===== src/rtl/io_rmw_pkg.sv =====
package io_rmw_pkg;

  typedef enum logic [2:0] {
    ST_IDLE,
    ST_READ,
    ST_MODIFY,
    ST_WRITE,
    ST_DONE
  } seq_state_e;

  typedef enum logic [2:0] {
    FN_RD,
    FN_WR,
    FN_TZ,
    FN_TNZ,
    FN_SET,
    FN_CLR
  } fn_e;

  localparam logic [1:0] BK_READ = 2'd0;
  localparam logic [1:0] BK_WORD = 2'd1;
  localparam logic [1:0] BK_BYTE = 2'd2;

  localparam logic [2:0] OPC_TZ  = 3'd0;
  localparam logic [2:0] OPC_TNZ = 3'd1;
  localparam logic [2:0] OPC_RD  = 3'd2;
  localparam logic [2:0] OPC_WR  = 3'd3;
  localparam logic [2:0] OPC_SET = 3'd4;
  localparam logic [2:0] OPC_CLR = 3'd5;

  typedef struct packed {
    logic legal;
    logic rd;
    logic wr;
    logic byte_op;
    fn_e  fn;
  } op_dec_t;

endpackage


===== src/rtl/io_rmw_decode.sv =====
module io_rmw_decode
  import io_rmw_pkg::*;
#(
  parameter int ADDR_W    = 22,
  parameter int ADP_SHIFT = 18,
  parameter int ADP_A     = 3,
  parameter int ADP_B     = 1
) (
  input  logic [3:0]        op,
  input  logic              alt,
  input  logic [ADDR_W-1:0] addr,
  output op_dec_t           dec,
  output logic [ADDR_W-1:0] eff_addr
);
  localparam logic [ADDR_W-1:0] TAG_A = ADDR_W'(ADP_A) << ADP_SHIFT;
  localparam logic [ADDR_W-1:0] TAG_B = ADDR_W'(ADP_B) << ADP_SHIFT;

  always_comb begin
    dec         = '0;
    dec.fn      = FN_RD;
    dec.byte_op = op[3];
    dec.legal   = 1'b1;
    eff_addr    = addr;
    case (op[2:0])
      OPC_TZ: begin
        dec.rd = 1'b1;
        if (alt) eff_addr = addr | TAG_A;
        else     dec.fn   = FN_TZ;
      end
      OPC_TNZ: begin
        dec.rd = 1'b1;
        if (alt) eff_addr = addr | TAG_B;
        else     dec.fn   = FN_TNZ;
      end
      OPC_RD: dec.rd = 1'b1;
      OPC_WR: begin
        dec.wr = 1'b1;
        dec.fn = FN_WR;
      end
      OPC_SET: begin
        dec.wr = 1'b1;
        if (alt) begin
          dec.fn   = FN_WR;
          eff_addr = addr | TAG_A;
        end else begin
          dec.rd = 1'b1;
          dec.fn = FN_SET;
        end
      end
      OPC_CLR: begin
        dec.wr = 1'b1;
        if (alt) begin
          dec.fn   = FN_WR;
          eff_addr = addr | TAG_B;
        end else begin
          dec.rd = 1'b1;
          dec.fn = FN_CLR;
        end
      end
      default: dec.legal = 1'b0;
    endcase
  end
endmodule


===== src/rtl/io_rmw_alu.sv =====
module io_rmw_alu
  import io_rmw_pkg::*;
#(
  parameter int BUS_W  = 16,
  parameter int ACC_W  = 36,
  parameter int LANE_W = 8,
  parameter int SEL_W  = 1
) (
  input  logic [BUS_W-1:0] rd_word,
  input  logic [ACC_W-1:0] acc,
  input  logic [SEL_W-1:0] lane,
  input  fn_e              fn,
  input  logic             byte_op,
  output logic [BUS_W-1:0] wdata,
  output logic [ACC_W-1:0] result,
  output logic             skip
);
  localparam int LANES = BUS_W / LANE_W;

  logic [LANE_W-1:0] lane_v [LANES];
  logic [BUS_W-1:0]  operand;
  logic [BUS_W-1:0]  mask;
  logic [BUS_W-1:0]  modv;
  logic              hit;

  for (genvar g = 0; g < LANES; g++) begin : g_lane
    assign lane_v[g] = rd_word[g*LANE_W +: LANE_W];
  end

  always_comb begin
    operand = byte_op ? BUS_W'(lane_v[lane]) : rd_word;
    mask    = byte_op ? BUS_W'(acc[LANE_W-1:0]) : acc[BUS_W-1:0];
    case (fn)
      FN_SET:  modv = operand | mask;
      FN_CLR:  modv = operand & ~mask;
      FN_WR:   modv = mask;
      default: modv = operand;
    endcase
    hit = |(acc & ACC_W'(operand));
    case (fn)
      FN_TZ:   skip = ~hit;
      FN_TNZ:  skip = hit;
      default: skip = 1'b0;
    endcase
    wdata  = modv;
    result = ACC_W'(modv);
  end
endmodule


===== src/rtl/io_rmw_seq.sv =====
module io_rmw_seq
  import io_rmw_pkg::*;
#(
  parameter int ADDR_W    = 22,
  parameter int ACC_W     = 36,
  parameter int BUS_W     = 16,
  parameter int ADP_SHIFT = 18,
  parameter int ADP_A     = 3,
  parameter int ADP_B     = 1
) (
  input  logic              clk,
  input  logic              rst_n,
  input  logic              cmd_valid,
  output logic              cmd_ready,
  input  logic [3:0]        cmd_op,
  input  logic [ADDR_W-1:0] cmd_addr,
  input  logic [ACC_W-1:0]  cmd_acc,
  input  logic              cmd_alt,
  output logic              bus_valid,
  input  logic              bus_ready,
  output logic [ADDR_W-1:0] bus_addr,
  output logic [1:0]        bus_kind,
  output logic [BUS_W-1:0]  bus_wdata,
  input  logic [BUS_W-1:0]  bus_rdata,
  input  logic              bus_err,
  output logic              rsp_valid,
  input  logic              rsp_ready,
  output logic [ACC_W-1:0]  rsp_data,
  output logic              rsp_skip,
  output logic              rsp_err
);
  localparam int LANE_W = 8;
  localparam int LANES  = BUS_W / LANE_W;
  localparam int SEL_W  = (LANES > 1) ? $clog2(LANES) : 1;
  localparam logic [ADDR_W-1:0] ALIGN_MASK = ~ADDR_W'(LANES - 1);

  seq_state_e        state_q;
  op_dec_t           dec_in, dec_q;
  logic [ADDR_W-1:0] eff_in, addr_q;
  logic [ACC_W-1:0]  acc_q, res_q;
  logic [BUS_W-1:0]  rd_q, wdata_q, alu_wdata;
  logic [ACC_W-1:0]  alu_res;
  logic              alu_skip, skip_q, err_q;

  io_rmw_decode #(
    .ADDR_W(ADDR_W), .ADP_SHIFT(ADP_SHIFT), .ADP_A(ADP_A), .ADP_B(ADP_B)
  ) u_dec (
    .op(cmd_op), .alt(cmd_alt), .addr(cmd_addr), .dec(dec_in), .eff_addr(eff_in)
  );

  io_rmw_alu #(
    .BUS_W(BUS_W), .ACC_W(ACC_W), .LANE_W(LANE_W), .SEL_W(SEL_W)
  ) u_alu (
    .rd_word(rd_q), .acc(acc_q), .lane(addr_q[SEL_W-1:0]), .fn(dec_q.fn),
    .byte_op(dec_q.byte_op), .wdata(alu_wdata), .result(alu_res), .skip(alu_skip)
  );

  always_ff @(posedge clk or negedge rst_n) begin
    if (!rst_n) begin
      state_q <= ST_IDLE;
      dec_q   <= '0;
      addr_q  <= '0;
      acc_q   <= '0;
      rd_q    <= '0;
      wdata_q <= '0;
      res_q   <= '0;
      skip_q  <= 1'b0;
      err_q   <= 1'b0;
    end else begin
      case (state_q)
        ST_IDLE: if (cmd_valid) begin
          dec_q  <= dec_in;
          addr_q <= eff_in;
          acc_q  <= cmd_acc;
          rd_q   <= '0;
          res_q  <= '0;
          skip_q <= 1'b0;
          err_q  <= 1'b0;
          if (!dec_in.legal) begin
            err_q   <= 1'b1;
            state_q <= ST_DONE;
          end else if (dec_in.rd) begin
            state_q <= ST_READ;
          end else begin
            state_q <= ST_MODIFY;
          end
        end
        ST_READ: if (bus_ready) begin
          if (bus_err) begin
            err_q   <= 1'b1;
            state_q <= ST_DONE;
          end else begin
            rd_q    <= bus_rdata;
            state_q <= ST_MODIFY;
          end
        end
        ST_MODIFY: begin
          res_q   <= alu_res;
          skip_q  <= alu_skip;
          wdata_q <= alu_wdata;
          state_q <= dec_q.wr ? ST_WRITE : ST_DONE;
        end
        ST_WRITE: if (bus_ready) begin
          if (bus_err) begin
            err_q  <= 1'b1;
            res_q  <= '0;
            skip_q <= 1'b0;
          end
          state_q <= ST_DONE;
        end
        ST_DONE: if (rsp_ready) state_q <= ST_IDLE;
        default: state_q <= ST_IDLE;
      endcase
    end
  end

  always_comb begin
    cmd_ready = (state_q == ST_IDLE);
    bus_valid = (state_q == ST_READ) || (state_q == ST_WRITE);
    rsp_valid = (state_q == ST_DONE);
    if (state_q == ST_READ) begin
      bus_kind  = BK_READ;
      bus_addr  = dec_q.byte_op ? (addr_q & ALIGN_MASK) : addr_q;
      bus_wdata = '0;
    end else begin
      bus_kind  = dec_q.byte_op ? BK_BYTE : BK_WORD;
      bus_addr  = addr_q;
      bus_wdata = (state_q == ST_WRITE) ? wdata_q : '0;
    end
    rsp_data = res_q;
    rsp_skip = skip_q;
    rsp_err  = err_q;
  end
endmodule


===== config.mk =====
export PLATFORM = sky130hd
export DESIGN_NAME = io_rmw_seq
export DESIGN_NICKNAME = d
export VERILOG_FILES = /design/src/rtl/io_rmw_pkg.sv /design/src/rtl/io_rmw_decode.sv /design/src/rtl/io_rmw_alu.sv /design/src/rtl/io_rmw_seq.sv
export SDC_FILE = /design/constraint.sdc
export NUM_CORES = 1
export LEC_CHECK = 0
export BUFFER_PORTS_ARGS = -buffer_cell sky130_fd_sc_hd__buf_2
export CELL_PAD_IN_SITES_DETAIL_PLACEMENT = 0
export CELL_PAD_IN_SITES_GLOBAL_PLACEMENT = 1
export CORE_ASPECT_RATIO = 1.75
export CORE_MARGIN = 5
export CORE_UTILIZATION = 39
export CTS_CLUSTER_SIZE = 40
export DETAILED_ROUTE_END_ITERATION = 6
export PLACE_DENSITY_LB_ADDON = 0.3
export SLEW_MARGIN = 20
export SYNTH_ARGS = -nofsm -noshare
export SYNTH_HDL_FRONTEND = slang
export SYNTH_HIERARCHICAL = 1
export SYNTH_SLANG_ARGS = --single-unit

===== constraint.sdc =====
create_clock -name clk -period 2 [get_ports clk]
set_clock_uncertainty 0.1 [all_clocks]
set_input_delay 0.6 -clock clk [delete_from_list [all_inputs] [get_ports clk]]
set_output_delay 0.6 -clock clk [all_outputs]
set_load 0.01 [all_outputs]

==> metrics.md, run 1 <==
| Metric | Value |
|---|---|
| Status | complete, but fails checks |
| Failing checks | negative setup slack |
| WL met3 | 817 µm |
| Mapped Area | 5772 µm² |
| DP Area | 6359 µm² |
| Min cycle time layout | 2.186 ns |
| Period utilization | 109.3% |
| Final Instance Area | 7352 µm² |
| Setup_tns | -3.372 ns |
| Fillers | 1336 |
| RSZ-0062 raised after global routing | yes |
| R2r setup slk | -0.03 ns |
| Reg2reg end | dec_q[1]$_DFFE_PN0P_ |
| Most used cell, CP | buf_6 |
| Final HPWL DP | 10490 µm |
| CP max-delay cell | dfrtp_2 |
| CTS Root Cell | clkbuf_16 |
| Number of global-route vias before repair | 4256 |
| Rows | 59 |
| Final hold viol count | 0 |
| Relative slew slack | 56.62% |
| CP Max Fanout | 7 |
| Clk buf depth | 2 |
| Worst skew pair latency | 0.41 ns |
| Setup Viol. Count Final | 31 |
| Max Used Layer | met4 |
| CTS sink count | 116 |
| CP Cell Sequence | nor2b_4, buf_6, and3_1, buf_6 |
| H-tree depth | 4 |
| Global-route wire length before repair | 22200 µm |
| Total area of sequential cells | 2907 µm² |
| Largest net degree at the start of global routing | 48 |
| Total track usage | 16.79% |
| Non-filler cells, final | 803 |
| Met1 WL | 5572 µm |
| CTS Buf Count | 17 |
| WP data required | 1.30 ns |
| Drt pass-1 iters | 5 |
| CP Capture Type | output port |
| Reg-to-reg startpoint | state_q[0]$_DFFE_PN0P_ |
| Worst-path clk slew | 0.05 ns |
| Layout cell share with drive strength beyond 1 | 48.87% |
| Cts hold-fix bufs | 0 |
| Input/output buffers | 145 |
| Routed vias | 4156 |
| Grt ovf | 0 |
| CP bufs+invs | 2 |
| Antenna Violating Nets Remaining | 0 |
| Syn-to-layout area delta | 27.38% |
| CTS tree | built |
| Worst setup SP type | flop |
| Leak Pwr | 3.588 nW |
| # DRC | 0 |
| Max-cap violations | 0 |
| Iter 0 DRT Violations | 216 |
| Full die area | 17430 µm² |
| IO Pins | 166 |
| Critical path type | reg2out |
| DR WL/cell | 18.77 µm |
| Routed length on met2 | 8091 µm |
| Hold Path Class | in2async |
| Placed Cells | 758 |
| Mapped Avg Cell Area | 11.78 µm² |
| Slew Viols, Final | 0 |
| Chip height | 170.9 µm |
| PwrDens | 1674 nW/µm² |
| Peak Freq | 0.4576 GHz |
| Die width | 102.0 µm |
| Area of the multi-input gates | 2315 µm² |
| Initial antenna violation count | 0 |
| Top Family by Delay on Critical Path | flip-flops |
| Routed WL | 15070 µm |
| Ant diodes | 0 |
| Setup ws final | -0.1855 ns |
| NumNets Final | 692 |
| Final Wtd Congestion | 0.8635 |
| Highest cell delay on the worst timing path | 0.44 ns |
| CP Data Arrival Time | 1.49 ns |
| Cells after synthesis | 490 |
| Core area | 14690 µm² |
| Depth of the most critical reg-to-reg path | 6 |
| Starting density of the core | 39.29% |
| Max VDD drop | 0.8072 mV |
| Vias/cell | 5.176 |
| Design Power | 0.01231 W |
| Worst-margin pin slew | 0.6507 ns |
| Yosys warns | 6 |
[layout make-up]
cell class	instances	share of cell area (%)
flip-flops and latches	116	39.53
multi-input cells	280	31.48
repair buffers	188	18.02
clock buffers	22	6.178
well taps	183	3.114
clock inverters	10	1.464
inverters	4	0.2042
[worst max-delay path by stage]
stage,startpoint,endpoint,slack [ns],cells after the start
2_1_floorplan,state_q[0]$_DFFE_PN0P_,bus_wdata[10],0.12,4
3_3_place_gp,dec_q[3]$_DFFE_PN0P_,rsp_skip$_DFFE_PN0P_,0.02,7
3_5_place_dp,addr_q[0]$_DFFE_PN0P_,rsp_skip$_DFFE_PN0P_,-0.04,7
4_1_cts,state_q[0]$_DFFE_PN0P_,bus_wdata[9],-0.21,4
5_1_grt,state_q[0]$_DFFE_PN0P_,bus_wdata[6],-0.26,4
6_report,state_q[2]$_DFFE_PN0P_,bus_wdata[6],-0.19,4
[worst reg2reg max path, delay by kind of cell, from the launching register on]
kind	cells	cell delay, ns
muxes	1	0.35
buffers and inverters	4	0.67
and+or+nand+nor	1	0.36
DFF	1	0.43
[flip-flops by register name, summed over array words and instances, names as in the netlist]
register / flops
addr_q: 22
rsp_skip: 1
dec_q: 5
acc_q: 16
rd_q: 16
state_q: 3
wdata_q: 16
rsp_err: 1
rsp_data: 36
[repair_timing]
item / 4_1_cts / 5_1_grt
gates resized for setup: 35 / 31
gates cloned: 1 / 4
pin swaps: 6 / 12
endpoints found under the setup margin: 23 / 27
buffers inserted: 6 / 2
[power by group]
part	switching (W)	leakage [nW]	internal, W
registers	0.000825	1.49	0.00338
clock network	0.00104	0.270	0.00185
logic	0.00250	1.83	0.00271
total	0.00436	3.59	0.00795
[per-stage QoR]
| stage | worst slack, ns | util, % | hold WS [ns] |
|---|---|---|---|
| after floorplan | 0.1201 | - | 0.2044 |
| after global placement | 0.01847 | 43.28 | 0.3770 |
| after detailed placement | -0.03820 | 43.28 | 0.3805 |
| after CTS | -0.2081 | 48.53 | 0.01239 |
| after global routing | -0.2613 | 50.05 | 0.03565 |
| final | -0.1855 | 50.05 | 0.01553 |
[routing by layer]
metal  global-route usage (%)  vias up
li1                         -     1925
met1                    18.55     2047
met2                    29.45      139
met3                    3.958       45
met4                    8.624        0
met5                        0        -
[placed cells by master, fill, tap and decap left out, drive strengths merged, types with 5 or more instances in the layout]
master,instances
a22oi,13
clkbuf,25
a22o,53
dfrtp,116
conb,20
a221oi,5
clkinv,5
xnor2,9
a21oi,12
buf,185
nand2,7
mux2,62
nor2,16
o21ai,13
and3,22
Power figures use the tool's default switching activity.
==> run 2, diff against run 1 <==
--- a/config.mk
+++ b/config.mk
@@ -5,12 +5,13 @@
 export SDC_FILE = /design/constraint.sdc
 export NUM_CORES = 1
 export LEC_CHECK = 0
+export ABC_AREA = 1
 export BUFFER_PORTS_ARGS = -buffer_cell sky130_fd_sc_hd__buf_2
-export CELL_PAD_IN_SITES_DETAIL_PLACEMENT = 0
+export CELL_PAD_IN_SITES_DETAIL_PLACEMENT = 1
 export CELL_PAD_IN_SITES_GLOBAL_PLACEMENT = 1
 export CORE_ASPECT_RATIO = 1.75
 export CORE_MARGIN = 5
-export CORE_UTILIZATION = 39
+export CORE_UTILIZATION = 36
 export CTS_CLUSTER_SIZE = 40
 export DETAILED_ROUTE_END_ITERATION = 6
 export PLACE_DENSITY_LB_ADDON = 0.3
==> metrics.md, run 2 <==
| Metric | Value |
|---|---|
| PwrDens | 1569 nW/µm² (-6.3%) |
| Dpl ws | 0.1285 ns (+0.1667 ns) |
| Iter 0 DRT Violations | 188 (-13%) |
| CTS sink count | 116 (unchanged) |
| Cells after synthesis | 839 (+71%) |
| CP max-delay cell | dfrtp_2 |
| Worst skew pair latency | 0.41 ns (about the same) |
| Worst-path clk slew | 0.06 ns (about the same) |
| Syn-to-layout area delta | 24.66% |
| Fin util | 45.77% (-4.3 points) |
| Final Wtd Congestion | 0.8409 (-2.6%) |
| Total track usage | 17.83% (+1.0 points) |
| Max VDD drop | 0.7747 mV (-4.0%) |
| Input/output buffers | 145 (unchanged) |
| Global-route wire length before repair | 27740 µm (+25%) |
| Layout cell share with drive strength beyond 1 | 26.39% (-22 points) |
| Full die area | 20200 µm² (+16%) |
| Commonest cells after routing, fill and taps aside | nand2_1 (360), buf_2 (127), dfrtp_1 (112) |
| Cts hold-fix bufs | 0 (unchanged) |
| CTS Root Cell | clkbuf_16 |
| Highest cell delay on the worst timing path | 0.43 ns (about the same) |
| Hold Slack | 0.08780 ns (+0.07227 ns) |
| NumNets Final | 1028 (+49%) |
| Mapped Area | 6251 µm² (+8.3%) |
| Design Power | 0.01223 W (-0.65%) |
| CP Max Fanout | 4 (-3) |
| Peak Freq | 0.4507 GHz (-1.5%) |
| # DRC | 0 (unchanged) |
| Worst setup SP type | flop |
| Top Family by Delay on Critical Path | flip-flops |
| Antenna Violating Nets Remaining | 0 (unchanged) |
| Setup ws final | -0.2190 ns (-0.03349 ns) |
| CP bufs+invs | 3 (+1) |
| Status | complete, but fails checks |
| Rows | 63 (+6.8%) |
| Starting density of the core | 36.71% (-2.6 points) |
| Critical path type | reg2out |
| CTS Buf Count | 17 (unchanged) |
| Setup_tns | -4.193 ns (-0.8205 ns) |
| Clk buf depth | 2 (unchanged) |
| RSZ-0062 raised after global routing | yes |
| Max-cap violations | 0 (unchanged) |
| Die width | 109.6 µm (+7.5%) |
| Chip height | 184.3 µm (+7.8%) |
| Routed vias | 5319 (+28%) |
| Commonest non-fill, non-tap cell in the layout | nand2_1 |
| IO Pins | 166 (unchanged) |
| DR WL/cell | 14.58 µm (-22%) |
| Core area | 17030 µm² (+16%) |
| Slew Viols, Final | 0 (unchanged) |
| Leak Pwr | 4.338 nW (+21%) |
| CP Capture Type | output port |
| Largest net degree at the start of global routing | 70 (+46%) |
| Grt ovf | 0 (unchanged) |
| Number of global-route vias before repair | 5576 (+31%) |
| Failing checks | negative setup slack |
| Min cycle time layout | 2.219 ns (+0.03349 ns) |
| CP Data Arrival Time | 1.52 ns (+0.03 ns) |
| Routed WL | 17250 µm (+14%) |
| Final HPWL DP | 12170 µm (+16%) |
| Max reg flops | 36 (unchanged) |
| Mapped Avg Cell Area | 7.451 µm² (-37%) |
| Vias/cell | 4.496 (-13%) |
| Setup Viol. Count Final | 22 (-29%) |
| H-tree depth | 4 (unchanged) |
| Period utilization | 110.9% (+1.7 points) |
| Drt pass-1 iters | 4 (-1) |
| Initial antenna violation count | 2 (+2) |
| CTS tree | built |
| CP Cell Sequence | inv_4, nand3_4, clkbuf_16, nor2_4, buf_6 |
| Final hold viol count | 0 (unchanged) |
| Fillers | 2193 (+64%) |
| Yosys warns | 6 (unchanged) |
| Hold Path Class | in2async |
| WP data required | 1.30 ns (about the same) |
run 2: worst reg2reg max path: stages, from the launching register on:
cell	delay (ns)
dfrtp_2	0.43
buf_4	0.16
nor2_8	0.10
buf_6	0.11
buf_4	0.15
nand3_1	0.16
nand3_2	0.15
buf_8	0.25
nand2_1	0.12
nand2_1	0.08
run 2: worst paths after layout:
| kind | cells after the start | startpoint | end | slack [ns] |
|---|---|---|---|---|
| max | 5 | state_q[2]$_DFFE_PN0P_ | bus_wdata[11] | -0.22 |
| min | 2 | rst_n | rsp_data[23]$_DFFE_PN0P_ | 0.09 |
| max reg2reg | 9 | state_q[2]$_DFFE_PN0P_ | rsp_data[6]$_DFFE_PN0P_ | 0.14 |
| min reg2reg | 2 | rsp_data[29]$_DFFE_PN0P_ | rsp_data[29]$_DFFE_PN0P_ | 0.36 |
| max in group asynchronous | 2 | rst_n | dec_q[3]$_DFFE_PN0P_ | 1.38 |
| min in group clk | 3 | cmd_addr[15] | addr_q[15]$_DFFE_PN0P_ | 0.28 |
run 2: power breakdown:
group | internal [W] | switching (W) | leakage, nW
clock network | 0.00192 | 0.00106 | 0.282
registers | 0.00334 | 0.000703 | 1.52
logic | 0.00191 | 0.00329 | 2.54
run 2: what timing repair did:
action,in CTS,in global routing
resized for setup,39,36
gates cloned,2,1
endpoints found under the setup margin,22,63
pin swaps,2,3
buffers inserted,9,2
run 2: through the flow:
stage / cell area (µm²) / instances
CTS: 7600 / 1181
global placement: 6766 / 1139
finish: 7792 / 1183
detailed placement: 6766 / 1139
global route: 7792 / 1183
floorplan: 6322 / 858
run 2: area by class of cell:
cell class | instances | area (µm²) | area share (%)
Clock buffer | 22 | 474.2 | 6.085
Multi-Input combinational cell | 554 | 2515 | 32.27
Timing Repair Buffer | 176 | 1206 | 15.48
Sequential cell | 116 | 2908 | 37.32
Antenna cell | 1 | 2.502 | 0.03211
Clock inverter | 9 | 103.9 | 1.333
Tap cell | 227 | 284.0 | 3.645
Inverter | 78 | 299.0 | 3.838
run 2: metal layers:
layer	up-vias	part of all wire, %	wire [µm]	GRT usage, %
met5	-	0.075	13	0
met4	2	2.2	381	7.039
li1	2687	-	-	-
met2	135	54	9361	32.22
met1	2469	38	6636	19.35
met3	26	5.0	860	4.872
==> run 3, diff against run 2 <==
--- a/config.mk
+++ b/config.mk
@@ -9,7 +9,7 @@
 export BUFFER_PORTS_ARGS = -buffer_cell sky130_fd_sc_hd__buf_2
 export CELL_PAD_IN_SITES_DETAIL_PLACEMENT = 1
 export CELL_PAD_IN_SITES_GLOBAL_PLACEMENT = 1
-export CORE_ASPECT_RATIO = 1.75
+export CORE_ASPECT_RATIO = 0.75
 export CORE_MARGIN = 5
 export CORE_UTILIZATION = 36
 export CTS_CLUSTER_SIZE = 40
==> metrics.md, run 3 (synthesis gave the netlist of run 2 again) <==
| Metric | Value |
|---|---|
| DR WL/cell | 14.66 µm (+0.54%) |
| IO Pins | 166 (unchanged) |
| CTS Root Cell | clkbuf_16 |
| Worst setup SP type | flop |
| Full die area | 20130 µm² (-0.38%) |
| Starting density of the core | 36.93% (+0.21 points) |
| Syn-to-layout area delta | 24.32% |
| Chip height | 124.1 µm (-33%) |
| Rows | 41 (-35%) |
| CP Data Arrival Time | 1.50 ns (-0.02 ns) |
| Hold depth | 3 |
| Input/output buffers | 145 (unchanged) |
| H-tree depth | 4 (unchanged) |
| Reg2reg end | rsp_data[7]$_DFFE_PN0P_ |
| Setup ws final | -0.1956 ns (+0.02341 ns) |
| CTS tree | built |
| Antenna Violating Nets Remaining | 0 (unchanged) |
| Critical path type | reg2out |
| CP max-delay cell | dfrtp_2 |
| CTS Buf Count | 17 (unchanged) |
| Commonest cells after routing, fill and taps aside | nand2_1 (359), buf_2 (128), dfrtp_1 (112) |
| Period utilization | 109.8% (-1.2 points) |
| Fraction of power consumed by sequential logic | 32.9% (about the same) |
| Setup_tns | -3.286 ns (+0.9063 ns) |
| Vias/cell | 4.516 (+0.45%) |
| Drt pass-1 iters | 4 (unchanged) |
| Layout cell share with drive strength beyond 1 | 26.85% (+0.47 points) |
| DP Area | 6751 µm² (-0.22%) |
| Leak Pwr | 4.329 nW (-0.21%) |
| Peak Freq | 0.4555 GHz (+1.1%) |
| Max-cap violations | 0 (unchanged) |
| Final Instance Area | 7771 µm² (-0.27%) |
| Highest cell delay on the worst timing path | 0.45 ns (+0.02 ns) |
| Min cycle time layout | 2.196 ns (-0.02341 ns) |
| Switching part of the total power | 42.33% (+0.96 points) |
| Worst Hold Endpoint | addr_q[12]$_DFFE_PN0P_ |
| Non-filler cells, final | 1172 (-0.93%) |
| Switch Pwr | 0.005264 W (+4.1%) |
| NumNets Final | 1029 (+0.097%) |
| Placed Cells | 1127 (-1.1%) |
| Clk buf depth | 2 (unchanged) |
| CP Cell Sequence | inv_4, nand3_4, buf_16, nor2_1, buf_2 |
| CP Max Fanout | 8 (+4) |
| Slew Viols, Final | 0 (unchanged) |
| Routed vias | 5293 (-0.49%) |
| Reg-to-reg startpoint | state_q[2]$_DFFE_PN0P_ |
| Top Family by Delay on Critical Path | flip-flops |
| CP Capture Type | output port |
| PwrDens | 1600 nW/µm² (+2.0%) |
| Grt ovf | 0 (unchanged) |
| Commonest non-fill, non-tap cell in the layout | nand2_1 |
| Setup Viol. Count Final | 22 (unchanged) |
| Initial antenna violation count | 0 (-2) |
| Routed WL | 17190 µm (-0.39%) |
| Clk pwr share | 23.8% (-0.6 points) |
| Max reg flops | 36 (unchanged) |
| Final HPWL DP | 12450 µm (+2.3%) |
| Hold Path Class | in2reg |
| Hold_sp | cmd_addr[12] |
| Final Wtd Congestion | 0.8500 (+1.1%) |
| Gate power share | 43.2% (+0.6 points) |
| CP bufs+invs | 3 (unchanged) |
| Core area | 16930 µm² (-0.57%) |
| Max VDD drop | 0.5748 mV (-26%) |
| Ant diodes | 0 (-1) |
| Number of global-route vias before repair | 5289 (-5.1%) |
| Worst skew pair latency | 0.42 ns (about the same) |
| Global-route wire length before repair | 27890 µm (+0.52%) |
| CTS sink count | 116 (unchanged) |
| Status | complete, but fails checks |
| Final hold viol count | 0 (unchanged) |
| WP data required | 1.30 ns (about the same) |
| Depth of the most critical reg-to-reg path | 10 (+1) |
| RSZ-0062 raised after global routing | yes |
| Failing checks | negative setup slack |
| # DRC | 0 (unchanged) |
| Int Pwr | 0.007173 W (about the same) |
| Total track usage | 17.72% (-0.12 points) |
| Largest net degree at the start of global routing | 70 (unchanged) |
| Worst-path clk slew | 0.06 ns (about the same) |
| Die width | 162.2 µm (+48%) |
| R2r setup slk | 0.14 ns (about the same) |
| Fillers | 2128 (-3.0%) |
| Iter 0 DRT Violations | 270 (+44%) |
[run 3: cell count changes in the layout (fill, tap and decap cells not counted), sizes merged]
cell | before | now
inv | 76 | 77
diode | 1 | 0
clkinv | 7 | 8
buf | 175 | 176
clkinvlp | 2 | 3
clkbuf | 23 | 20
dlygate4sd3 | 0 | 1
[run 3: metrics by stage]
| step | power [W] | setup WS [ns] | hold WS (ns) | util, % |
|---|---|---|---|---|
| finish | 0.01244 | -0.1956 | 0.2744 | 45.91 |
| global route | 0.01341 | -0.2790 | 0.2650 | 45.91 |
| CTS | 0.01241 | -0.2388 | 0.2557 | 44.98 |
| detailed placement | 0.009035 | 0.06817 | 0.3532 | 39.88 |
| global placement | 0.008857 | 0.1083 | 0.3491 | 39.88 |
| floorplan | 0.007747 | 0.1018 | 0.2044 | - |
[run 3: how the worst max path moves through the flow]
stage / from / end / slack, ns / depth (start not counted)
2_1_floorplan: state_q[2]$_DFFE_PN0P_ / bus_wdata[10] / 0.10 / 5
3_3_place_gp: state_q[2]$_DFFE_PN0P_ / bus_wdata[1] / 0.11 / 5
3_5_place_dp: state_q[2]$_DFFE_PN0P_ / bus_wdata[5] / 0.07 / 5
4_1_cts: state_q[2]$_DFFE_PN0P_ / bus_addr[0] / -0.24 / 6
5_1_grt: state_q[2]$_DFFE_PN0P_ / bus_wdata[8] / -0.28 / 5
6_report: state_q[2]$_DFFE_PN0P_ / bus_wdata[8] / -0.20 / 5
[run 3: power by group through the flow]
| stage | clock network, W | registers (W) | logic [W] |
|---|---|---|---|
| after global routing | 0.00313 | 0.00424 | 0.00604 |
| after CTS | 0.00303 | 0.00409 | 0.00529 |
| after global placement | 0 | 0.00406 | 0.00480 |
| final | 0.00296 | 0.00410 | 0.00538 |
| after floorplan | 0 | 0.00399 | 0.00375 |
| after detailed placement | 0 | 0.00409 | 0.00495 |
[run 3: worst reg2reg max path, cell delays in order, from the launching register on]
cell	delay, ns
dfrtp_2	0.45
buf_12	0.14
nor2_8	0.11
buf_6	0.12
buf_4	0.09
buf_4	0.13
nand3_2	0.13
nand3_2	0.13
buf_12	0.20
nand2_1	0.12
nand2_1	0.07
[run 3: per-layer routing]
layer / track usage [%] / share of wire [%] / up-vias
met5: 0 / 0 / -
met4: 4.596 / 0.85 / 0
met3: 5.127 / 5.4 / 12
met2: 25.76 / 42 / 113
met1: 25.89 / 51 / 2479
li1: - / - / 2689
[run 3: what timing repair did]
item,in CTS,in global routing
hold buffers,1,0
gates resized for setup,46,30
gates cloned,1,0
setup endpoints to repair,22,32
setup buffers,9,2
hold endpoints to repair,17,0
[run 3: cell type report]
| class | instances | area (µm²) | area share, % |
|---|---|---|---|
| Clock inverter | 12 | 130.1 | 1.674 |
| Clock buffer | 20 | 446.7 | 5.748 |
| Multi-Input combinational cell | 554 | 2521 | 32.44 |
| Inverter | 78 | 302.8 | 3.896 |
| Timing Repair Buffer | 177 | 1194 | 15.36 |
| Tap cell | 215 | 269.0 | 3.462 |
| Sequential cell | 116 | 2908 | 37.42 |
